`src/rtl/ytp_pkg.sv`:
```
package ytp_pkg;
  localparam int STRIP_W     = 16;
  localparam int STRIP_PAIRS = STRIP_W / 2;
  localparam int CHUNK_BYTES = 2 * STRIP_W + 2 * STRIP_PAIRS;
  localparam int CHUNK_BITS  = CHUNK_BYTES * 8;

  typedef logic [7:0] sample_t;
  typedef logic [8:0] pair_sum_t;

  // rounded mean of four samples given as two pair sums
  function automatic sample_t quad_mean(pair_sum_t upper, pair_sum_t lower);
    logic [9:0] total;
    total = {1'b0, upper} + {1'b0, lower} + 10'd2;
    return sample_t'(total >> 2);
  endfunction
endpackage

```
`src/rtl/ytp_line_store.sv`:
```
module ytp_line_store
  import ytp_pkg::*;
#(
  parameter int LINE_W = 64
) (
  input  logic                         clk,
  input  logic                         wr_en,
  input  logic [$clog2(LINE_W)-1:0]    wr_col,
  input  sample_t                      wr_y,
  input  sample_t                      wr_u,
  input  sample_t                      wr_v,
  input  logic [$clog2(LINE_W)-1:0]    rd_col,
  output pair_sum_t                    rd_sum_u,
  output pair_sum_t                    rd_sum_v,
  output logic [STRIP_W*8-1:0]         strip_y
);
  localparam int CW    = $clog2(LINE_W);
  localparam int NPAIR = LINE_W / 2;

  sample_t   luma_mem [LINE_W];
  pair_sum_t usum_mem [NPAIR];
  pair_sum_t vsum_mem [NPAIR];

  logic [CW-2:0] wr_pair;
  assign wr_pair = wr_col[CW-1:1];

  always_ff @(posedge clk) begin
    if (wr_en) begin
      luma_mem[wr_col] <= wr_y;
      if (!wr_col[0]) begin
        usum_mem[wr_pair] <= {1'b0, wr_u};
        vsum_mem[wr_pair] <= {1'b0, wr_v};
      end else begin
        usum_mem[wr_pair] <= usum_mem[wr_pair] + {1'b0, wr_u};
        vsum_mem[wr_pair] <= vsum_mem[wr_pair] + {1'b0, wr_v};
      end
    end
  end

  assign rd_sum_u = usum_mem[rd_col[CW-1:1]];
  assign rd_sum_v = vsum_mem[rd_col[CW-1:1]];

  for (genvar i = 0; i < STRIP_W; i++) begin : g_strip
    assign strip_y[i*8 +: 8] = luma_mem[{rd_col[CW-1:4], 4'(i)}];
  end
endmodule

```
`src/rtl/ytp_strip_collect.sv`:
```
module ytp_strip_collect
  import ytp_pkg::*;
(
  input  logic                      clk,
  input  logic                      take,
  input  logic [3:0]                col_lo,
  input  sample_t                   in_y,
  input  sample_t                   in_u,
  input  sample_t                   in_v,
  input  pair_sum_t                 line_su,
  input  pair_sum_t                 line_sv,
  output logic [STRIP_W*8-1:0]      low_y,
  output logic [STRIP_PAIRS*8-1:0]  mean_u,
  output logic [STRIP_PAIRS*8-1:0]  mean_v
);
  sample_t luma_q [STRIP_W-1];
  sample_t cu_q   [STRIP_PAIRS-1];
  sample_t cv_q   [STRIP_PAIRS-1];
  sample_t part_u, part_v;

  sample_t   cur_mu, cur_mv;
  pair_sum_t low_su, low_sv;

  assign low_su = {1'b0, part_u} + {1'b0, in_u};
  assign low_sv = {1'b0, part_v} + {1'b0, in_v};
  assign cur_mu = quad_mean(line_su, low_su);
  assign cur_mv = quad_mean(line_sv, low_sv);

  always_ff @(posedge clk) begin
    if (take) begin
      for (int i = 0; i < STRIP_W - 1; i++)
        if (col_lo == 4'(i)) luma_q[i] <= in_y;
      if (!col_lo[0]) begin
        part_u <= in_u;
        part_v <= in_v;
      end else begin
        for (int p = 0; p < STRIP_PAIRS - 1; p++)
          if (col_lo[3:1] == 3'(p)) begin
            cu_q[p] <= cur_mu;
            cv_q[p] <= cur_mv;
          end
      end
    end
  end

  // the final pixel of the strip is merged straight from the input
  for (genvar i = 0; i < STRIP_W - 1; i++) begin : g_ly
    assign low_y[i*8 +: 8] = luma_q[i];
  end
  assign low_y[(STRIP_W-1)*8 +: 8] = in_y;

  for (genvar p = 0; p < STRIP_PAIRS - 1; p++) begin : g_c
    assign mean_u[p*8 +: 8] = cu_q[p];
    assign mean_v[p*8 +: 8] = cv_q[p];
  end
  assign mean_u[(STRIP_PAIRS-1)*8 +: 8] = cur_mu;
  assign mean_v[(STRIP_PAIRS-1)*8 +: 8] = cur_mv;
endmodule

```
`src/rtl/ytp_chunk_emit.sv`:
```
module ytp_chunk_emit
  import ytp_pkg::*;
(
  input  logic                      clk,
  input  logic                      rst_n,
  input  logic                      load,
  input  logic [STRIP_W*8-1:0]      top_y,
  input  logic [STRIP_W*8-1:0]      low_y,
  input  logic [STRIP_PAIRS*8-1:0]  mean_u,
  input  logic [STRIP_PAIRS*8-1:0]  mean_v,
  output logic                      out_valid,
  input  logic                      out_ready,
  output sample_t                   out_data,
  output logic                      out_last
);
  localparam int IW = $clog2(CHUNK_BYTES);
  localparam int U0 = 2 * STRIP_W;
  localparam int V0 = U0 + STRIP_PAIRS;

  logic [CHUNK_BITS-1:0] ordered, stage_q;
  logic [IW-1:0]         idx_q;
  logic                  valid_q;

  for (genvar k = 0; k < CHUNK_BYTES; k++) begin : g_ord
    if (k < STRIP_W) begin : g_top
      assign ordered[k*8 +: 8] = top_y[(STRIP_W-1-k)*8 +: 8];
    end else if (k < U0) begin : g_low
      assign ordered[k*8 +: 8] = low_y[(U0-1-k)*8 +: 8];
    end else if (k < V0) begin : g_u
      assign ordered[k*8 +: 8] = mean_u[(V0-1-k)*8 +: 8];
    end else begin : g_v
      assign ordered[k*8 +: 8] = mean_v[(CHUNK_BYTES-1-k)*8 +: 8];
    end
  end

  logic advance, at_end;
  assign advance = valid_q && out_ready;
  assign at_end  = idx_q == IW'(CHUNK_BYTES - 1);

  always_ff @(posedge clk or negedge rst_n) begin
    if (!rst_n) begin
      valid_q <= 1'b0;
      idx_q   <= '0;
    end else if (load) begin
      valid_q <= 1'b1;
      idx_q   <= '0;
    end else if (advance) begin
      if (at_end) valid_q <= 1'b0;
      idx_q <= idx_q + 1'b1;
    end
  end

  always_ff @(posedge clk) begin
    if (load) stage_q <= ordered;
    else if (advance) stage_q <= {8'h00, stage_q[CHUNK_BITS-1:8]};
  end

  assign out_valid = valid_q;
  assign out_data  = stage_q[7:0];
  assign out_last  = valid_q && at_end;
endmodule

```
`src/rtl/yuv_tile_packer.sv`:
```
module yuv_tile_packer
  import ytp_pkg::*;
#(
  parameter int LINE_W = 64
) (
  input  logic    clk,
  input  logic    rst_n,
  input  logic    in_valid,
  output logic    in_ready,
  input  logic    in_sof,
  input  sample_t in_y,
  input  sample_t in_u,
  input  sample_t in_v,
  output logic    out_valid,
  input  logic    out_ready,
  output sample_t out_data,
  output logic    out_last
);
  localparam int CW = $clog2(LINE_W);

  logic [CW-1:0] col_q, eff_col;
  logic          odd_q, eff_odd;
  logic          accept, strip_end;

  assign eff_col   = in_sof ? '0 : col_q;
  assign eff_odd   = in_sof ? 1'b0 : odd_q;
  assign in_ready  = !(odd_q && (col_q[3:0] == 4'hF) && out_valid);
  assign accept    = in_valid && in_ready;
  assign strip_end = eff_col[3:0] == 4'hF;

  always_ff @(posedge clk or negedge rst_n) begin
    if (!rst_n) begin
      col_q <= '0;
      odd_q <= 1'b0;
    end else if (accept) begin
      if (eff_col == CW'(LINE_W - 1)) begin
        col_q <= '0;
        odd_q <= !eff_odd;
      end else begin
        col_q <= eff_col + 1'b1;
        odd_q <= eff_odd;
      end
    end
  end

  pair_sum_t                 su, sv;
  logic [STRIP_W*8-1:0]      top_y, low_y;
  logic [STRIP_PAIRS*8-1:0]  mu, mv;

  ytp_line_store #(.LINE_W(LINE_W)) u_line (
    .clk      (clk),
    .wr_en    (accept && !eff_odd),
    .wr_col   (eff_col),
    .wr_y     (in_y),
    .wr_u     (in_u),
    .wr_v     (in_v),
    .rd_col   (eff_col),
    .rd_sum_u (su),
    .rd_sum_v (sv),
    .strip_y  (top_y)
  );

  ytp_strip_collect u_collect (
    .clk     (clk),
    .take    (accept && eff_odd),
    .col_lo  (eff_col[3:0]),
    .in_y    (in_y),
    .in_u    (in_u),
    .in_v    (in_v),
    .line_su (su),
    .line_sv (sv),
    .low_y   (low_y),
    .mean_u  (mu),
    .mean_v  (mv)
  );

  ytp_chunk_emit u_emit (
    .clk       (clk),
    .rst_n     (rst_n),
    .load      (accept && eff_odd && strip_end),
    .top_y     (top_y),
    .low_y     (low_y),
    .mean_u    (mu),
    .mean_v    (mv),
    .out_valid (out_valid),
    .out_ready (out_ready),
    .out_data  (out_data),
    .out_last  (out_last)
  );
endmodule

```
`config.mk`:
```
export PLATFORM = sky130hd
export DESIGN_NAME = yuv_tile_packer
export DESIGN_NICKNAME = d
export VERILOG_FILES = /design/src/rtl/ytp_pkg.sv /design/src/rtl/ytp_line_store.sv /design/src/rtl/ytp_strip_collect.sv /design/src/rtl/ytp_chunk_emit.sv /design/src/rtl/yuv_tile_packer.sv
export SDC_FILE = /design/constraint.sdc
export NUM_CORES = 2
export LEC_CHECK = 0
export CAP_MARGIN = 20
export CORE_MARGIN = 1.5
export CORE_UTILIZATION = 63
export DETAILED_ROUTE_END_ITERATION = 6
export PLACE_DENSITY = 0.82
export SLEW_MARGIN = 20
export SYNTH_ARGS = -nofsm -noshare
export SYNTH_HDL_FRONTEND = slang
export SYNTH_SLANG_ARGS = --single-unit
```
`constraint.sdc`:
```
create_clock -name clk -period 13.9 [get_ports clk]
set_input_delay 4.17 -clock clk [delete_from_list [all_inputs] [get_ports clk]]
set_output_delay 4.17 -clock clk [all_outputs]
set_load 0.01 [all_outputs]
```
# After elaboration in Yosys (flattened, before gate mapping)
# Memory sizes are Yosys's and may differ from the RTL's.
# Cells that the tools add are included.
[op_classes]
addsub = 10
eq_ne = 24
muxes = 172
n_bitwise = 3
reduce_logical = 42
[ops]
columns = ["operator", "count"]
rows = [
  ["two-way mux 384 bit", 2],
  ["two-way mux 8 bit", 26],
  ["OR reduction 8 bit", 26],
  ["two-way mux 1 bit", 112],
  ["two-way mux 4 bit", 14],
  ["== test 4 bit (second input constant)", 9],
  ["two-way mux 3 bit", 12],
  ["two-way mux 6 bit", 4],
  ["adder 10 x 2 -> 10 bit (second input constant)", 2],
  ["adder 9 x 9 -> 10 bit", 2],
  ["adder 8 x 8 -> 9 bit", 2],
  ["adder 9 x 8 -> 9 bit", 2],
  ["two-way mux 9 bit", 2],
  ["== test 4 x 3 -> 1 bit (second input constant)", 4],
  ["adder 6 x 1 -> 6 bit (second input constant)", 2],
  ["== test 6 bit (second input constant)", 2],
  ["== test 3 bit (second input constant)", 3],
  ["== test 4 x 2 -> 1 bit (second input constant)", 2],
  ["logical AND 1 bit", 8],
  ["== test 3 x 2 -> 1 bit (second input constant)", 2],
  ["== test 4 x 1 -> 1 bit (second input constant)", 1],
  ["logical NOT 4 bit", 1],
  ["AND reduction 2 bit", 2],
  ["nonzero test 2 bit", 2],
  ["other kinds (5)", 7],
]
[totals]
regBits = 414
ramBits = 1320
in_bits = 29
output_inout_bits = 11
wordCells = 264
memories = 6
[memory_table]
columns = ["name", "words", "width", "rd", "rd_clocked_by_memory_dff", "wr", "line", "source"]
rows = [
  ["u_line.luma_mem", 64, 8, 16, 0, 1, "ytp_line_store.sv:20", "sample_t luma_mem [LINE_W];"],
  ["u_line.usum_mem", 32, 9, 1, 0, 1, "ytp_line_store.sv:21", "pair_sum_t usum_mem [NPAIR];"],
  ["u_line.vsum_mem", 32, 9, 1, 0, 1, "ytp_line_store.sv:22", "pair_sum_t vsum_mem [NPAIR];"],
  ["u_collect.luma_q", 15, 8, 15, 0, 1, "ytp_strip_collect.sv:16", "sample_t luma_q [STRIP_W-1];"],
  ["u_collect.cu_q", 7, 8, 7, 0, 1, "ytp_strip_collect.sv:17", "sample_t cu_q [STRIP_PAIRS-1];"],
  ["u_collect.cv_q", 7, 8, 7, 0, 1, "ytp_strip_collect.sv:18", "sample_t cv_q [STRIP_PAIRS-1];"],
]

# Longest topological paths before layout
[depth]
depth_word = 23
depth_mapped = 20
ltp_nobuf = 15

# Cells and area by module
# Synthesis repeated with hierarchy kept, for this count alone.
[unflattened]
hier_cells = 3376
area_unflattened_um2 = 71702.5
[modules_own_cells]
columns = ["mod", "n_inst", "cells_each", "area_per_inst_um2", "seq_area_each_um2"]
rows = [
  ["ytp_line_store", 1, 2076, 45955.3, 32671.3],
  ["ytp_chunk_emit", 1, 856, 16682.2, 11706.2],
  ["ytp_strip_collect", 1, 392, 8597.0, 7447.1],
  ["yuv_tile_packer", 1, 52, 467.9, 175.2],
]

# Worst setup path after synthesis
# Ideal clock, no wire load.
[synth_path]
kind = "input port to flip-flop"
startpoint = "input in_sof"
endpoint = "register u_emit.stage_q[0], enable pin"
setup_time_ps = 2838
arrival_ps = 11949
t_required_ps = 11062
slack_ps = -888
path_stages = 10
path_buffers = 4
cell_sequence = "inv_2 -> nand2_1 -> inv_2 -> clkbuf_1 -> ha_1 -> clkbuf_1 -> nand3_1 -> clkbuf_1 -> clkbuf_1 -> nand2_1"
[synth_between]
elab_chain_len = 4
word_cells_on_any_way = 6
classes_between = "eq/ne (1); mux (2); reduce/logical (3)"
[synth_rtl]
columns = ["element", "line", "source"]
rows = [
  ["start, declared", "yuv_tile_packer.sv:10", "input logic in_sof,"],
  ["two-way mux 6 bit or two-way mux 1 bit (tied branches)", "yuv_tile_packer.sv:25, yuv_tile_packer.sv:26", ""],
  ["== test 4 bit or logical AND 1 bit (tied branches)", "yuv_tile_packer.sv:29, yuv_tile_packer.sv:80", ""],
  ["logical AND 1 bit *", "yuv_tile_packer.sv:80", ".load (accept && eff_odd && strip_end),"],
  ["nonzero test 2 bit (no line) *", "--", ""],
  ["end signal, assigned", "ytp_chunk_emit.sv:54", "if (load) stage_q <= ordered;"],
  ["end signal, assigned", "ytp_chunk_emit.sv:55", "else if (advance) stage_q <= {8'h00, stage_q[CHUNK_BITS-1:8]};"],
  ["end, declared", "ytp_chunk_emit.sv:20", "logic [CHUNK_BITS-1:0] ordered, stage_q;"],
]
# Every way passes the cells marked *; elsewhere a longest branch is shown, timed or not.
# A chain may end at the register's enable or synchronous reset.

# Worst setup path after layout
[layout_path]
startpoint = "input in_sof"
endpoint = "memory u_line.usum_mem[26][8] (netlist bit), data pin"
[layout_between]
elab_chain_len = 6
word_cells_on_any_way = 10
classes_between = "add/sub (1); mux (6); reduce/logical (2); memory (1)"
[layout_rtl]
columns = ["element", "line"]
rows = [
  ["parallel branches: the longest is 5 deep, another holds memory read (32 x 9 bit)", "--"],
  ["two-way mux 9 bit (no line) *", "--"],
  ["end, declared", "ytp_line_store.sv:21"],
]
# Every way passes the cells marked *.

==> out/metrics.yaml <==
p_leak_uw: 0.0236
start_kind: "primary input"
max_slew.worst_pin.slew_ns: 1.09
gr-usage-met2: 0.455
cts_resized: 0
vias_per_cell: 6.56
track_usage: 0.294
seqPwrFrac: 0.539
cts_buffer_depth: 3
area_delta_synth_final_pct: 10.5
drt_iter0_drc: 6838
synth_warnings: 0
cts.sinks: 1734
worstHoldStart: "u_collect.luma_q[1][17]$_DFFE_PP_"
coreArea_sq_um: 106000
gr-max-usage-layer: "met2"
swShare: 0.221
clk_pin_slew_ns: 0.07
crit_required_ns: 14.33
register_area_sq_um: 52000
combPwrFrac: 0.066
die_area_sq_um: 109000
slew_headroom: 0.265
r2r_start: "col_q[1]$_DFFE_PN0P_"
first_global_vias: 38800
hold_path.class: "reg2reg"
cts_tree: "built"
dpl.hpwl_um: 88100
gp_congestion: 0.909
drv_slew: 0
path_max_fanout: 100
clock.fmax_mhz: 108
synth_top_area_frac: 0.768
p_sw_uw: 2400
end_kind: "register"
gr-total-overflow: 0
cts_setup_buffers: 0
maxCapViolCount: 0
async_reset_ff_frac: 0.00807
initial_core_util: 0.637
syn_area_sq_um: 67200
syn_avg_cell_area_sq_um: 14.8
ctsHoldBuffers: 0
yosysTopAreaCell: "edfxtp_1"
ant_nets: 0
hold_slack_ns: 0.487
violations: "DRC"
rows: 119
met1_usage: 0.410
wl_per_cell_um: 26.4
cts_made_buffers: 157
num-fill-cells: 6055
io_buffer_count: 39
synth-edff-count: 1720
critPathLaunch: "in_sof"
synth_ff_type: "edfxtp_1"
final.setup.tns_ns: 0
ctsHtreeMaxLevel: 4
grtUsageMet3: 0.0683
finalCriticalPeriod_ns: 9.22
fin_nets: 4655
clkPwrFrac: 0.396
first_pass_iters: 7
clock_skew_ns: 0.0436
hold_violations: 0
ir_worst_vdd_mv: 0.122
synth_most_common_cell: "edfxtp_1"
postRouteWirelength_um: 161000
synthTopCellsByCount: "edfxtp_1 (1720), nand2_1 (864), nor2_1 (368)"
internal_power_uw: 8470
die_h_um: 330
yosys-top-cells-area: "edfxtp_1 (77%), nand2_1 (4.8%), a22oi_1 (2.9%), nor2_1 (2.1%), a21oi_1 (1.6%)"
final_layout_size_suffix_gt1_frac: 0.102
synthCells: 4555
multi_input_area_sq_um: 14200
insertion_delay_ns: 0.79
yosys.cell_types.count: 67
power_density_nw_per_um2: 146
run_status: "finished, violations left"
rsz0062_at_grt: "no"
worstSetupPathType: "in2reg"
drc: 6
syn_nets: 4639
grt_max_degree: 185
grt_pass1_wl_um: 238000
antenna_found_initial: 3
cts-root-buf: "clkbuf_16"
period_share: 0.663
io_pins: 40
ys_ff_latch: 1734
die_x_um: 330
setup_violations: 0
crit_arrival_ns: 9.65
vias: 39900
yosysSeqAreaShare: 0.773
-- registers in the layout, indices dropped and copies added (netlist names) --
signal and cells:
u_collect.luma_q 120, u_line.luma_mem 512, col_q 6, u_line.vsum_mem 288, odd_q 1, u_collect.cu_q 56
u_line.usum_mem 288, u_collect.part_v 8, u_collect.cv_q 56, u_emit.out_valid 1, u_emit.idx_q 6, u_emit.stage_q 384
u_collect.part_u 8
-- critical path, stage by stage --
cell	delay, ns
buf_4	0.44
buf_4	0.88
or3_1	0.45
buf_4	0.36
a21oi_1	0.07
o21ai_0	0.11
nand3_1	0.10
nor3_1	0.58
ha_1	0.40
nor2b_1	0.14
o21ai_0	0.22
a21oi_1	0.14
o31ai_1	0.47
o2111ai_1	0.23
nand2_1	0.80
-- power by group through the flow --
stage / clock (uW) / combinational, uW / sequential, uW
after floorplan: 0 / 435 / 5960
after detailed placement: 0 / 687 / 5970
after global placement: 0 / 658 / 5970
final: 4300 / 714 / 5860
after global routing: 4490 / 757 / 5860
after CTS: 4300 / 693 / 5860
-- layer usage --
metal	vias to the layer above	wire length [um]
met5	-	110
met4	6	6440
met3	477	20100
met2	2945	75500
met1	19500	58400
li1	17000	-
-- cell families (layout without fill, tap and decap cells) --
| logic type | count (synthesis) | in the layout | share of synthesized area |
|---|---|---|---|
| DFF | 1734 | 1734 | 0.773 |
| and+or+nand+nor | 1409 | 1409 | 0.0846 |
| buffers and inverters | 331 | 474 | 0.0209 |
| AOI/OAI and AO/OA | 833 | 833 | 0.0789 |
| xor gates and xnor gates | 28 | 28 | 0.00365 |
| adders and majority gates | 55 | 55 | 0.0120 |
| other | 0 | 1 | 0 |
| muxes | 165 | 165 | 0.0266 |
-- metrics by stage --
| stage | power [uW] | area (sq um) | worst slack (ns) | util | cells |
|---|---|---|---|---|---|
| after floorplan | 6400 | 67200 | 2.98 | - | 4555 |
| after global placement | 6630 | 69100 | 4.45 | 0.655 | 5800 |
| after detailed placement | 6660 | 69200 | 4.21 | 0.655 | 5802 |
| after CTS | 10900 | 74200 | 4.93 | 0.703 | 6088 |
| after global routing | 11100 | 74300 | 4.53 | 0.704 | 6089 |
| final | 10900 | 74300 | 4.68 | 0.704 | 6090 |
-- area by class of cell --
type	count	area share
Inverter	53	0.00268
Antenna cell	1	0.0000337
Clock inverter	81	0.0112
Timing Repair Buffer	135	0.0150
Multi-Input combinational cell	2490	0.191
Sequential cell	1734	0.700
Tap cell	1391	0.0234
Clock buffer	205	0.0570
-- path summary, 6_finish.rpt --
path	to	slack (ns)	cells past startpoint
max reg2reg	u_line.usum_mem[31][7]$_DFFE_PP_	7.45	14
max	u_line.usum_mem[26][8]$_DFFE_PP_	4.68	15
max in group asynchronous	col_q[2]$_DFFE_PN0P_	9.45	1
min	u_emit.stage_q[169]$_DFFE_PP_	0.49	2
min reg2reg	u_emit.stage_q[169]$_DFFE_PP_	0.49	2
min in group asynchronous	u_emit.idx_q[1]$_DFFE_PN0P_	3.87	1
-- layout by cell type (no fill, tap or decap), types with 14 or more instances in the layout --
| master | instances |
|---|---|
| mux2i_1 | 72 |
| mux2_2 | 85 |
| ha_1 | 39 |
| a21oi_1 | 219 |
| clkdlybuf4s50_1 | 30 |
| o21ai_0 | 79 |
| inv_1 | 51 |
| clkbuf_16 | 162 |
| a22oi_1 | 258 |
| o21ai_1 | 21 |
| nand2_1 | 863 |
| xor2_1 | 15 |
| clkbuf_1 | 41 |
| bufinv_16 | 14 |
| o22ai_1 | 28 |
| nor3_1 | 41 |
| clkinv_1 | 29 |
| nor2_2 | 18 |
| clkinv_2 | 26 |
| edfxtp_1 | 1720 |
| nand3_1 | 28 |
| buf_4 | 92 |
| a31oi_1 | 129 |
| nor2_4 | 14 |
| and2_1 | 20 |
| nor2_1 | 336 |
| fa_1 | 16 |
No activity file was read; power rests on OpenSTA's default activity.
